==> src/rtl/ata_cmd_pkg.sv <==
package ata_cmd_pkg;

  localparam logic [7:0] OP_READ     = 8'h20;
  localparam logic [7:0] OP_READ_NR  = 8'h21;
  localparam logic [7:0] OP_WRITE    = 8'h30;
  localparam logic [7:0] OP_WRITE_NR = 8'h31;
  localparam logic [7:0] OP_VERIFY   = 8'h40;
  localparam logic [7:0] OP_VERIFY_NR= 8'h41;
  localparam logic [7:0] OP_RECAL    = 8'h10;
  localparam logic [7:0] OP_SEEK     = 8'h70;
  localparam logic [7:0] OP_DIAG     = 8'h90;
  localparam logic [7:0] OP_RDMULT   = 8'hC4;
  localparam logic [7:0] OP_WRMULT   = 8'hC5;
  localparam logic [7:0] OP_SETBLK   = 8'hC6;
  localparam logic [7:0] OP_RDMA     = 8'hC8;
  localparam logic [7:0] OP_WDMA     = 8'hCA;
  localparam logic [7:0] OP_IDLE     = 8'hE3;
  localparam logic [7:0] OP_SETFEAT  = 8'hEF;

  localparam logic [7:0] ERRB_ABORT   = 8'h04;
  localparam logic [7:0] ERRB_DIAG_OK = 8'h01;

  typedef enum logic [1:0] {
    SEL_COUNT, SEL_DEVHEAD, SEL_CONTROL, SEL_COMMAND
  } reg_sel_e;

  typedef enum logic [2:0] {
    XF_NONE, XF_READ, XF_RDMULT, XF_VERIFY, XF_RDMA, XF_WRITE, XF_WRMULT, XF_WDMA
  } xfer_e;

  function automatic xfer_e xfer_of(input logic [7:0] op);
    case (op)
      OP_READ, OP_READ_NR:     return XF_READ;
      OP_RDMULT:               return XF_RDMULT;
      OP_VERIFY, OP_VERIFY_NR: return XF_VERIFY;
      OP_RDMA:                 return XF_RDMA;
      OP_WRITE, OP_WRITE_NR:   return XF_WRITE;
      OP_WRMULT:               return XF_WRMULT;
      OP_WDMA:                 return XF_WDMA;
      default:                 return XF_NONE;
    endcase
  endfunction

  function automatic logic is_timed(input logic [7:0] op);
    return (op == OP_DIAG) || (op == OP_RECAL) || (op == OP_SETFEAT);
  endfunction

  function automatic logic is_rd(input xfer_e x);
    return (x == XF_READ) || (x == XF_RDMULT) || (x == XF_VERIFY) || (x == XF_RDMA);
  endfunction

  function automatic logic is_wr(input xfer_e x);
    return (x == XF_WRITE) || (x == XF_WRMULT) || (x == XF_WDMA);
  endfunction

  function automatic logic is_multi(input xfer_e x);
    return (x == XF_RDMULT) || (x == XF_WRMULT);
  endfunction

  function automatic logic starts_full(input xfer_e x);
    return (x == XF_VERIFY) || (x == XF_RDMA) || (x == XF_WDMA);
  endfunction

endpackage

==> src/rtl/ata_irq_gate.sv <==
module ata_irq_gate #(
  parameter bit DEV_SEL = 1'b0
)(
  input  logic pend,
  input  logic dev_bit,
  input  logic nien,
  output logic selected,
  output logic irq
);
  assign selected = (dev_bit == DEV_SEL);
  assign irq      = pend & selected & ~nien;
endmodule

==> src/rtl/ata_int_pacer.sv <==
module ata_int_pacer #(
  parameter int W = 8
)(
  input  logic         clk,
  input  logic         rst_n,
  input  logic         load,
  input  logic [W-1:0] load_val,
  input  logic         step,
  input  logic [W-1:0] reload_val,
  input  logic         last,
  output logic         fire
);
  logic [W-1:0] cd_q, cd_d;

  assign fire = step & ((cd_q == W'(1)) | last);

  always_comb begin
    cd_d = cd_q;
    if (load)      cd_d = load_val;
    else if (step) cd_d = fire ? reload_val : cd_q - 1'b1;
  end

  always_ff @(posedge clk or negedge rst_n) begin
    if (!rst_n) cd_q <= '0;
    else        cd_q <= cd_d;
  end
endmodule

==> src/rtl/ata_busy_timer.sv <==
module ata_busy_timer #(
  parameter int CYC = 16
)(
  input  logic clk,
  input  logic rst_n,
  input  logic start,
  input  logic abort,
  output logic busy,
  output logic done
);
  localparam int TW = $clog2(CYC + 1);
  logic [TW-1:0] cnt_q, cnt_d;

  assign busy = (cnt_q != '0);
  assign done = (cnt_q == TW'(1));

  always_comb begin
    cnt_d = cnt_q;
    if (start)      cnt_d = TW'(CYC);
    else if (abort) cnt_d = '0;
    else if (busy)  cnt_d = cnt_q - 1'b1;
  end

  always_ff @(posedge clk or negedge rst_n) begin
    if (!rst_n) cnt_q <= '0;
    else        cnt_q <= cnt_d;
  end
endmodule

==> src/rtl/ata_cmd_engine.sv <==
module ata_cmd_engine
  import ata_cmd_pkg::*;
#(
  parameter bit DEV_SEL     = 1'b0,
  parameter int MIN_CMD_CYC = 16,
  parameter int DW          = 8
)(
  input  logic          clk,
  input  logic          rst_n,
  input  logic          wr_en,
  input  logic [1:0]    wr_sel,
  input  logic [DW-1:0] wr_data,
  input  logic          stat_rd,
  input  logic          sector_done,
  input  logic          buf_done,
  input  logic          dev_ready,
  output logic          irq,
  output logic          dmarq,
  output logic [DW-1:0] status,
  output logic [DW-1:0] error,
  output logic [DW-1:0] sect_cnt
);
  localparam logic [DW-1:0] ONE = DW'(1);

  logic [DW-1:0] sec_q, sec_d, blk_q, blk_d, ereg_q, ereg_d;
  logic          dev_q, dev_d, nien_q, nien_d;
  logic          pend_q, pend_d, dmarq_q, dmarq_d, drq_q, drq_d;
  logic          err_q, err_d, drdy_q, drdy_d;
  xfer_e         xfer_q, xfer_d, new_xfer;

  logic          dev_selected, cmd_wr, accept, step, sec_last, pace_fire;
  logic          tmr_busy, tmr_done;
  logic [DW-1:0] load_val, reload_val;

  assign cmd_wr   = wr_en && (reg_sel_e'(wr_sel) == SEL_COMMAND);
  assign accept   = cmd_wr && (dev_selected || wr_data == OP_DIAG);
  assign new_xfer = xfer_of(wr_data);
  assign step     = sector_done && (xfer_q != XF_NONE) && !accept;
  assign sec_last = (sec_q == ONE);

  assign load_val   = (new_xfer == XF_NONE) ? '0 : (starts_full(new_xfer) ? sec_q : ONE);
  assign reload_val = is_multi(xfer_q) ? blk_q : ONE;

  ata_irq_gate #(.DEV_SEL(DEV_SEL)) u_gate (
    .pend(pend_q), .dev_bit(dev_q), .nien(nien_q),
    .selected(dev_selected), .irq(irq)
  );

  ata_int_pacer #(.W(DW)) u_pace (
    .clk(clk), .rst_n(rst_n), .load(accept), .load_val(load_val),
    .step(step), .reload_val(reload_val), .last(sec_last), .fire(pace_fire)
  );

  ata_busy_timer #(.CYC(MIN_CMD_CYC)) u_tmr (
    .clk(clk), .rst_n(rst_n), .start(accept && is_timed(wr_data)),
    .abort(accept), .busy(tmr_busy), .done(tmr_done)
  );

  always_comb begin
    sec_d = sec_q;   blk_d = blk_q;     ereg_d = ereg_q;
    dev_d = dev_q;   nien_d = nien_q;   pend_d = pend_q;
    dmarq_d = dmarq_q; drq_d = drq_q;   err_d = err_q;
    drdy_d = drdy_q; xfer_d = xfer_q;

    if (wr_en) begin
      case (reg_sel_e'(wr_sel))
        SEL_COUNT:   sec_d  = wr_data;
        SEL_DEVHEAD: dev_d  = wr_data[4];
        SEL_CONTROL: nien_d = wr_data[1];
        default: ;
      endcase
    end

    if (stat_rd) begin
      pend_d = 1'b0;
      if (dev_ready) drdy_d = 1'b1;
    end
    if (tmr_done) pend_d = 1'b1;
    if (buf_done) begin
      drq_d = 1'b0;
      dmarq_d = 1'b0;
    end

    if (step) begin
      if (pace_fire) pend_d = 1'b1;
      sec_d = sec_q - 1'b1;
      if (sec_last) xfer_d = XF_NONE;
      if (is_rd(xfer_q) && xfer_q != XF_VERIFY) begin
        drq_d = 1'b1;
        dmarq_d = (xfer_q == XF_RDMA);
      end
      if (is_wr(xfer_q) && !sec_last) begin
        drq_d = 1'b1;
        dmarq_d = (xfer_q == XF_WDMA);
      end
    end

    if (accept) begin
      pend_d = 1'b0; dmarq_d = 1'b0; drq_d = 1'b0; err_d = 1'b0;
      xfer_d = new_xfer;
      if (is_wr(new_xfer)) begin
        drq_d = 1'b1;
        dmarq_d = (new_xfer == XF_WDMA);
      end else if (new_xfer == XF_NONE) begin
        case (wr_data)
          OP_DIAG:             ereg_d = ERRB_DIAG_OK;
          OP_RECAL, OP_SETFEAT: ;
          OP_SETBLK:           begin blk_d = sec_q; pend_d = 1'b1; end
          OP_IDLE, OP_SEEK:    begin sec_d = '0;    pend_d = 1'b1; end
          default:             begin err_d = 1'b1; ereg_d = ERRB_ABORT; pend_d = 1'b1; end
        endcase
      end
    end
  end

  always_ff @(posedge clk or negedge rst_n) begin
    if (!rst_n) begin
      sec_q <= '0;  blk_q <= '0;  ereg_q <= ERRB_DIAG_OK;
      dev_q <= 1'b0; nien_q <= 1'b0; pend_q <= 1'b0;
      dmarq_q <= 1'b0; drq_q <= 1'b0; err_q <= 1'b0;
      drdy_q <= 1'b0; xfer_q <= XF_NONE;
    end else begin
      sec_q <= sec_d;  blk_q <= blk_d;  ereg_q <= ereg_d;
      dev_q <= dev_d;  nien_q <= nien_d; pend_q <= pend_d;
      dmarq_q <= dmarq_d; drq_q <= drq_d; err_q <= err_d;
      drdy_q <= drdy_d; xfer_q <= xfer_d;
    end
  end

  assign dmarq    = dmarq_q;
  assign error    = ereg_q;
  assign sect_cnt = sec_q;
  assign status   = {tmr_busy, drdy_q, 1'b0, 1'b1, drq_q, 2'b00, err_q};
endmodule

==> config.mk <==
export PLATFORM = sky130hd
export DESIGN_NAME = ata_cmd_engine
export DESIGN_NICKNAME = d
export VERILOG_FILES = /design/src/rtl/ata_cmd_pkg.sv /design/src/rtl/ata_irq_gate.sv /design/src/rtl/ata_int_pacer.sv /design/src/rtl/ata_busy_timer.sv /design/src/rtl/ata_cmd_engine.sv
export SDC_FILE = /design/constraint.sdc
export NUM_CORES = 1
export LEC_CHECK = 0
export BUFFER_PORTS_ARGS = -buffer_cell sky130_fd_sc_hd__buf_2
export CORE_ASPECT_RATIO = 0.9
export CORE_MARGIN = 4
export CORE_UTILIZATION = 40
export CTS_CLUSTER_DIAMETER = 80
export DETAILED_ROUTE_END_ITERATION = 10
export SYNTH_ARGS = -nofsm -noshare
export SYNTH_HDL_FRONTEND = slang
export SYNTH_SLANG_ARGS = --single-unit
==> constraint.sdc <==
create_clock -name clk -period 4.1 [get_ports clk]
set_clock_uncertainty 0.2 [all_clocks]
set_input_delay 0.615 -clock clk [delete_from_list [all_inputs] [get_ports clk]]
set_output_delay 0.615 -clock clk [all_outputs]
set_load 0.02 [all_outputs]
* After elaboration in Yosys (flattened, before gate mapping)
Cells that the tools add are included.
** Storage, ports and cells
- Bits in registers :: 47
- Bits of input ports :: 17
** Cells by class
- Add/subtract/negate cells :: 3
- Eq/ne operators :: 35
- Multiplexer cells :: 44
- Bitwise operators :: 8
- Reductions and logical operators :: 42
** Operator list (number)
- $mux W8 :: 13
- $eq A8 B8 Y1 const B :: 8
- $eq A8 B6 Y1 const B :: 4
- $eq A3 B3 Y1 const B :: 8
- $eq A8 B7 Y1 const B :: 3
- $mux W1 :: 23
- $pmux W3 S7 :: 1
- $eq A8 B1 Y1 const B :: 2
- $pmux W8 S2 :: 1
- $sub A8 B1 Y8 const B :: 2
- $mux W5 :: 3
- $logic_or A1 B1 Y1 :: 13
- $eq A3 B2 Y1 const B :: 3
- $mux W3 :: 3
- $eq A8 B5 Y1 const B :: 1
- $reduce_and A2 Y1 :: 4
- $reduce_and A4 Y1 :: 2
- $reduce_or A2 Y1 :: 4
- $logic_and A1 B1 Y1 :: 7
- $reduce_bool A3 Y1 :: 2
- $reduce_or A6 Y1 :: 1
- $eq A5 B1 Y1 const B :: 1
- $reduce_bool A5 Y1 :: 1
- $reduce_or A5 Y1 :: 1
- other kinds (13) :: 21

* Logic depth before layout (Yosys ltp)
- Depth in word-level cells :: 10
- Depth in mapped cells :: 8
- Depth with buffers taken out :: 7

* Hierarchy
A second synthesis with hierarchy kept.
** Second synthesis, totals
- Cells, all modules :: 328
- Area, all modules :: 3009.1 um^2
** Modules (own cells, without submodules)
- ata_cmd_engine :: times used 1, cells each 221, area each 2052.0 um^2
- ata_int_pacer :: times used 1, cells each 76, area each 644.4 um^2
- ata_busy_timer :: times used 1, cells each 29, area each 296.5 um^2
- ata_irq_gate :: times used 1, cells each 2, area each 16.3 um^2

* Worst setup path after synthesis
No wires, ideal clock.
- Kind :: input -> register
- Start point :: in wr_data[6]
- End point :: reg ereg_q[2], in the netlist error[2]
- Setup time :: 0.128 ns
- Arrival :: 2.105 ns
- Slack :: 1.668 ns
- Stages :: 7
- Cells stage by stage :: buf_6 -> nor4b_2 -> a21boi_2 -> or2_1 -> buf_6 -> nor3_4 -> mux2_1
** On the way
- Longest elaborated chain between the ends :: 8
** RTL lines
- from (decl) :: RTL line ata_cmd_engine.sv:12 : input logic [DW-1:0] wr_data,
- $eq A8 B6 Y1 / $eq A8 B7 Y1 (equally long branches) :: RTL line ata_cmd_pkg.sv:32 : case (op)
- $reduce_or A2 Y1 :: RTL line ata_cmd_pkg.sv:32
- $pmux W3 S7 :: RTL line ata_cmd_pkg.sv:32
- $eq A3 B3 Y1 :: RTL line ata_cmd_pkg.sv:53 : return (x == XF_WRITE) || (x == XF_WRMULT) || (x == XF_WDMA);
- $logic_or A1 B1 Y1 (2 in series) :: RTL line ata_cmd_pkg.sv:53
- $not A1 Y1 (no line)
- $reduce_and A4 Y1 (no line)
- to (signal assigned) :: RTL line ata_cmd_engine.sv:118 : sec_q <= '0; blk_q <= '0; ereg_q <= ERRB_DIAG_OK;
- to (signal assigned) :: RTL line ata_cmd_engine.sv:123 : sec_q <= sec_d; blk_q <= blk_d; ereg_q <= ereg_d;
- to (decl) :: RTL line ata_cmd_engine.sv:25 : logic [DW-1:0] sec_q, sec_d, blk_q, blk_d, ereg_q, ereg_d;
Parallel ways exist; a longest one is shown, timed or not. The select of a mux whose other input is x is not followed.
A chain may end at the register's enable or synchronous reset.

* Worst setup path after layout
Same ends and word-level chain as after synthesis.

==> summary.md <==
| Metric | Value |
|---|---|
| Total gr overflow | `0` |
| Layout cells sized above 1 | `20.5%` |
| Final Net Count | `350` |
| Worst slew pin tran | `1150 ps` |
| Final period utilization | `63.2%` |
| Syn Inst Count | `307` |
| Min cycle time layout | `2590 ps` |
| GPL Wtd Cong | `0.863` |
| Area Growth Syn to Fin | `7.89%` |
| Antenna viol nets, final | `0` |
| CTS Buf Count | `5` |
| Routed len/inst | `16.8 um` |
| Inst Count DP | `409` |
| Hold Slack | `257 ps` |
| Die area | `0.00842 mm2` |
| Delay of the slowest critical-path stage | `550 ps` |
| Synth top area cells | `dfrtp_1, buf_4, nand2_1, mux2_4, ha_1` |
| Clock Latency Late Sink | `300 ps` |
| Die Ht | `87.5 um` |
| Max-slew violations | `0` |
| Syn_area_per_cell | `9.14 um2` |
| Placement Setup Slack | `1230 ps` |
| # resized after CTS | `0` |
| Synth cell count leaders | `dfrtp_1, nand2_1, nor2_1` |
| P_int | `891 uW` |
| Setup Viol. Count Final | `0` |
| Number of global-route vias before repair | `2266` |
| Status | `complete, no violations` |
| Detailed Place HPWL | `4950 um` |
| WS Path Type | `in2reg` |
| Total number of vias | `2380` |
| Yosys top cell area share | `35.7%` |
| # port buffers | `32` |
| Most frequent cell after synthesis | `dfrtp_1` |
| PD cells | `498 mW/mm2` |
| Routed WL | `7020 um` |
| CTS H-tree lvls | `2` |
| Final hold vios | `0` |
| Post-CTS Hold Buffers | `0` |
| Post-route DRC | `0` |
| Post-placement cell area | `0.00293 mm2` |
| Asr flop ratio synth | `100%` |
| Sequential Power Share | `40.6%` |
| Register area share after synthesis | `36.6%` |
| Clk slew on worst S/H paths | `90 ps` |
| Worst Path Required | `4080 ps` |
| Io pins | `43` |
| Initial antenna violation count | `0` |
| Vias per inst | `5.71` |
| Overall Power | `1.51 mW` |
| Achievable Freq | `386 MHz` |
| Ys flop type | `dfrtp_1` |
| # rows | `28` |
| RSZ-0062 raised after global routing | `false` |
| TritonCTS clock tree | `done` |
| Post-synthesis cell area | `0.00281 mm2` |
| Starting density of the core | `41.9%` |
| Relative slew slack | `22.8%` |
| First-pass GRT wire length | `11700 um` |
| Post-Layout Cell Count | `417` |
| Final setup margin | `1510 ps` |
| Min-delay worst type | `in2async` |
| Yosys warnings | `0` |
| Setup TNS | `0 ps` |
| Util after Layout | `45.3%` |
| Worst setup EP type | `flop` |
| CP max stage cell | `or2_1` |
| Distinct cells, synth | `66` |
| Setup bufs post-CTS | `0` |
| Largest net degree at the start of global routing | `42` |
| CP Cell Sequence | `buf_2, nor4b_2, a21boi_2, or2_1, nor3_4, mux2_1` |
| Deepest clock path buffer count | `2` |
| Detailed-router iteration count before antenna repair | `5` |
| Pleak | `1.35 nW` |
| Cell area after layout | `0.00303 mm2` |
| Max cap viols | `0` |
| Comb pwr share | `40.2%` |
| Clock sink total | `41` |
| Peak supply drop | `0.000166 V` |
| Critical Path Source Type | `input pin` |
| DIE WIDTH | `96.3 um` |
| GR Util All Layers | `18.1%` |
| #FFs+latches synth | `41` |
| Sw Ratio | `40.9%` |
| Largest area contributor in the netlist | `dfrtp_1` |
| Area of the core | `0.00669 mm2` |
| Post-synth EDFFs | `0` |
| Clock root buffer | `clkbuf_8` |
| DRT iter0 DRCs | `164` |
| Worst Path Max Fanout | `19` |
| P_sw | `617 uW` |
| Clock share of power | `19.2%` |
| # diodes | `0` |
| Worst Path Arrival | `2570 ps` |
[cell usage in the layout, fill, tap and decap left out, types with 5 or more instances in the layout]
cell / instances
a311oi_1: 5
clkbuf_8: 6
nand3_1: 13
a211oi_1: 6
mux2_4: 6
o21ai_0: 15
a32oi_1: 5
buf_2: 32
ha_1: 7
nor3_1: 11
dfrtp_1: 40
conb_1: 10
nand2_1: 30
inv_1: 14
xnor2_1: 7
a21oi_1: 13
nor2_1: 18
[layer usage]
metal	vias up	track usage, %	part of all wire, %
li1	1143	-	-
met2	78	27.3	44
met3	9	2.85	5.4
met5	-	0	0
met1	1150	26.0	49
met4	0	6.50	1.6
[kinds of logic after synthesis]
| kind of cell | Yosys count | share of synthesized area [%] |
|---|---|---|
| compound gates | 84 | 21.8 |
| fa+ha+maj | 7 | 3.12 |
| simple gates | 110 | 22.1 |
| xor+xnor | 9 | 2.81 |
| buf+inv | 45 | 9.01 |
| flops | 41 | 36.6 |
| mux | 9 | 4.37 |
| other cells | 2 | 0.268 |
[power by group through the flow]
stage          Combinational [mW]  Sequential (mW)  Clock [mW]
2_1_floorplan               0.459            0.612           0
3_5_place_dp                0.607            0.618           0
5_1_grt                     0.686            0.628       0.314
6_report                    0.606            0.612       0.289
4_1_cts                     0.611            0.610       0.295
3_3_place_gp                0.595            0.617           0
[final timing paths]
path / slack [ps] / depth (start not counted) / startpoint / to
max: 1510 / 6 / wr_data[6] / error[2]
min: 260 / 1 / rst_n / blk_q[4]
max reg2reg: 1530 / 5 / sect_cnt[4] / u_pace.cd_q[4]
min reg2reg: 260 / 1 / drdy_q / drdy_q
max in group asynchronous: 2850 / 1 / rst_n / xfer_q[0]
min in group clk: 260 / 1 / drdy_q / drdy_q
[final cells by class]
type | count | area [um2]
clock buffer | 6 | 82.6
tap | 90 | 113
inverter | 14 | 52.6
timing repair buffer | 35 | 183
sequential | 41 | 1030
fill | 657 | 3660
multi-input combinational | 229 | 1560
clock inverter | 2 | 13.8
[state kept, by name (all words and copies together), names as in the netlist]
signal / count
blk_q: 8
dev_q: 1
dmarq: 1
drdy_q: 1
drq_q: 1
err_q: 1
error: 2
nien_q: 1
pend_q: 1
sect_cnt: 8
u_pace.cd_q: 8
u_tmr.cnt_q: 5
xfer_q: 3
[critical path: cells and delay by family]
kind / cells / cell delay, ps
compound gates: 1 / 150
buf+inv: 1 / 160
mux: 1 / 340
simple gates: 3 / 1300
Power figures use the tool's default switching activity.
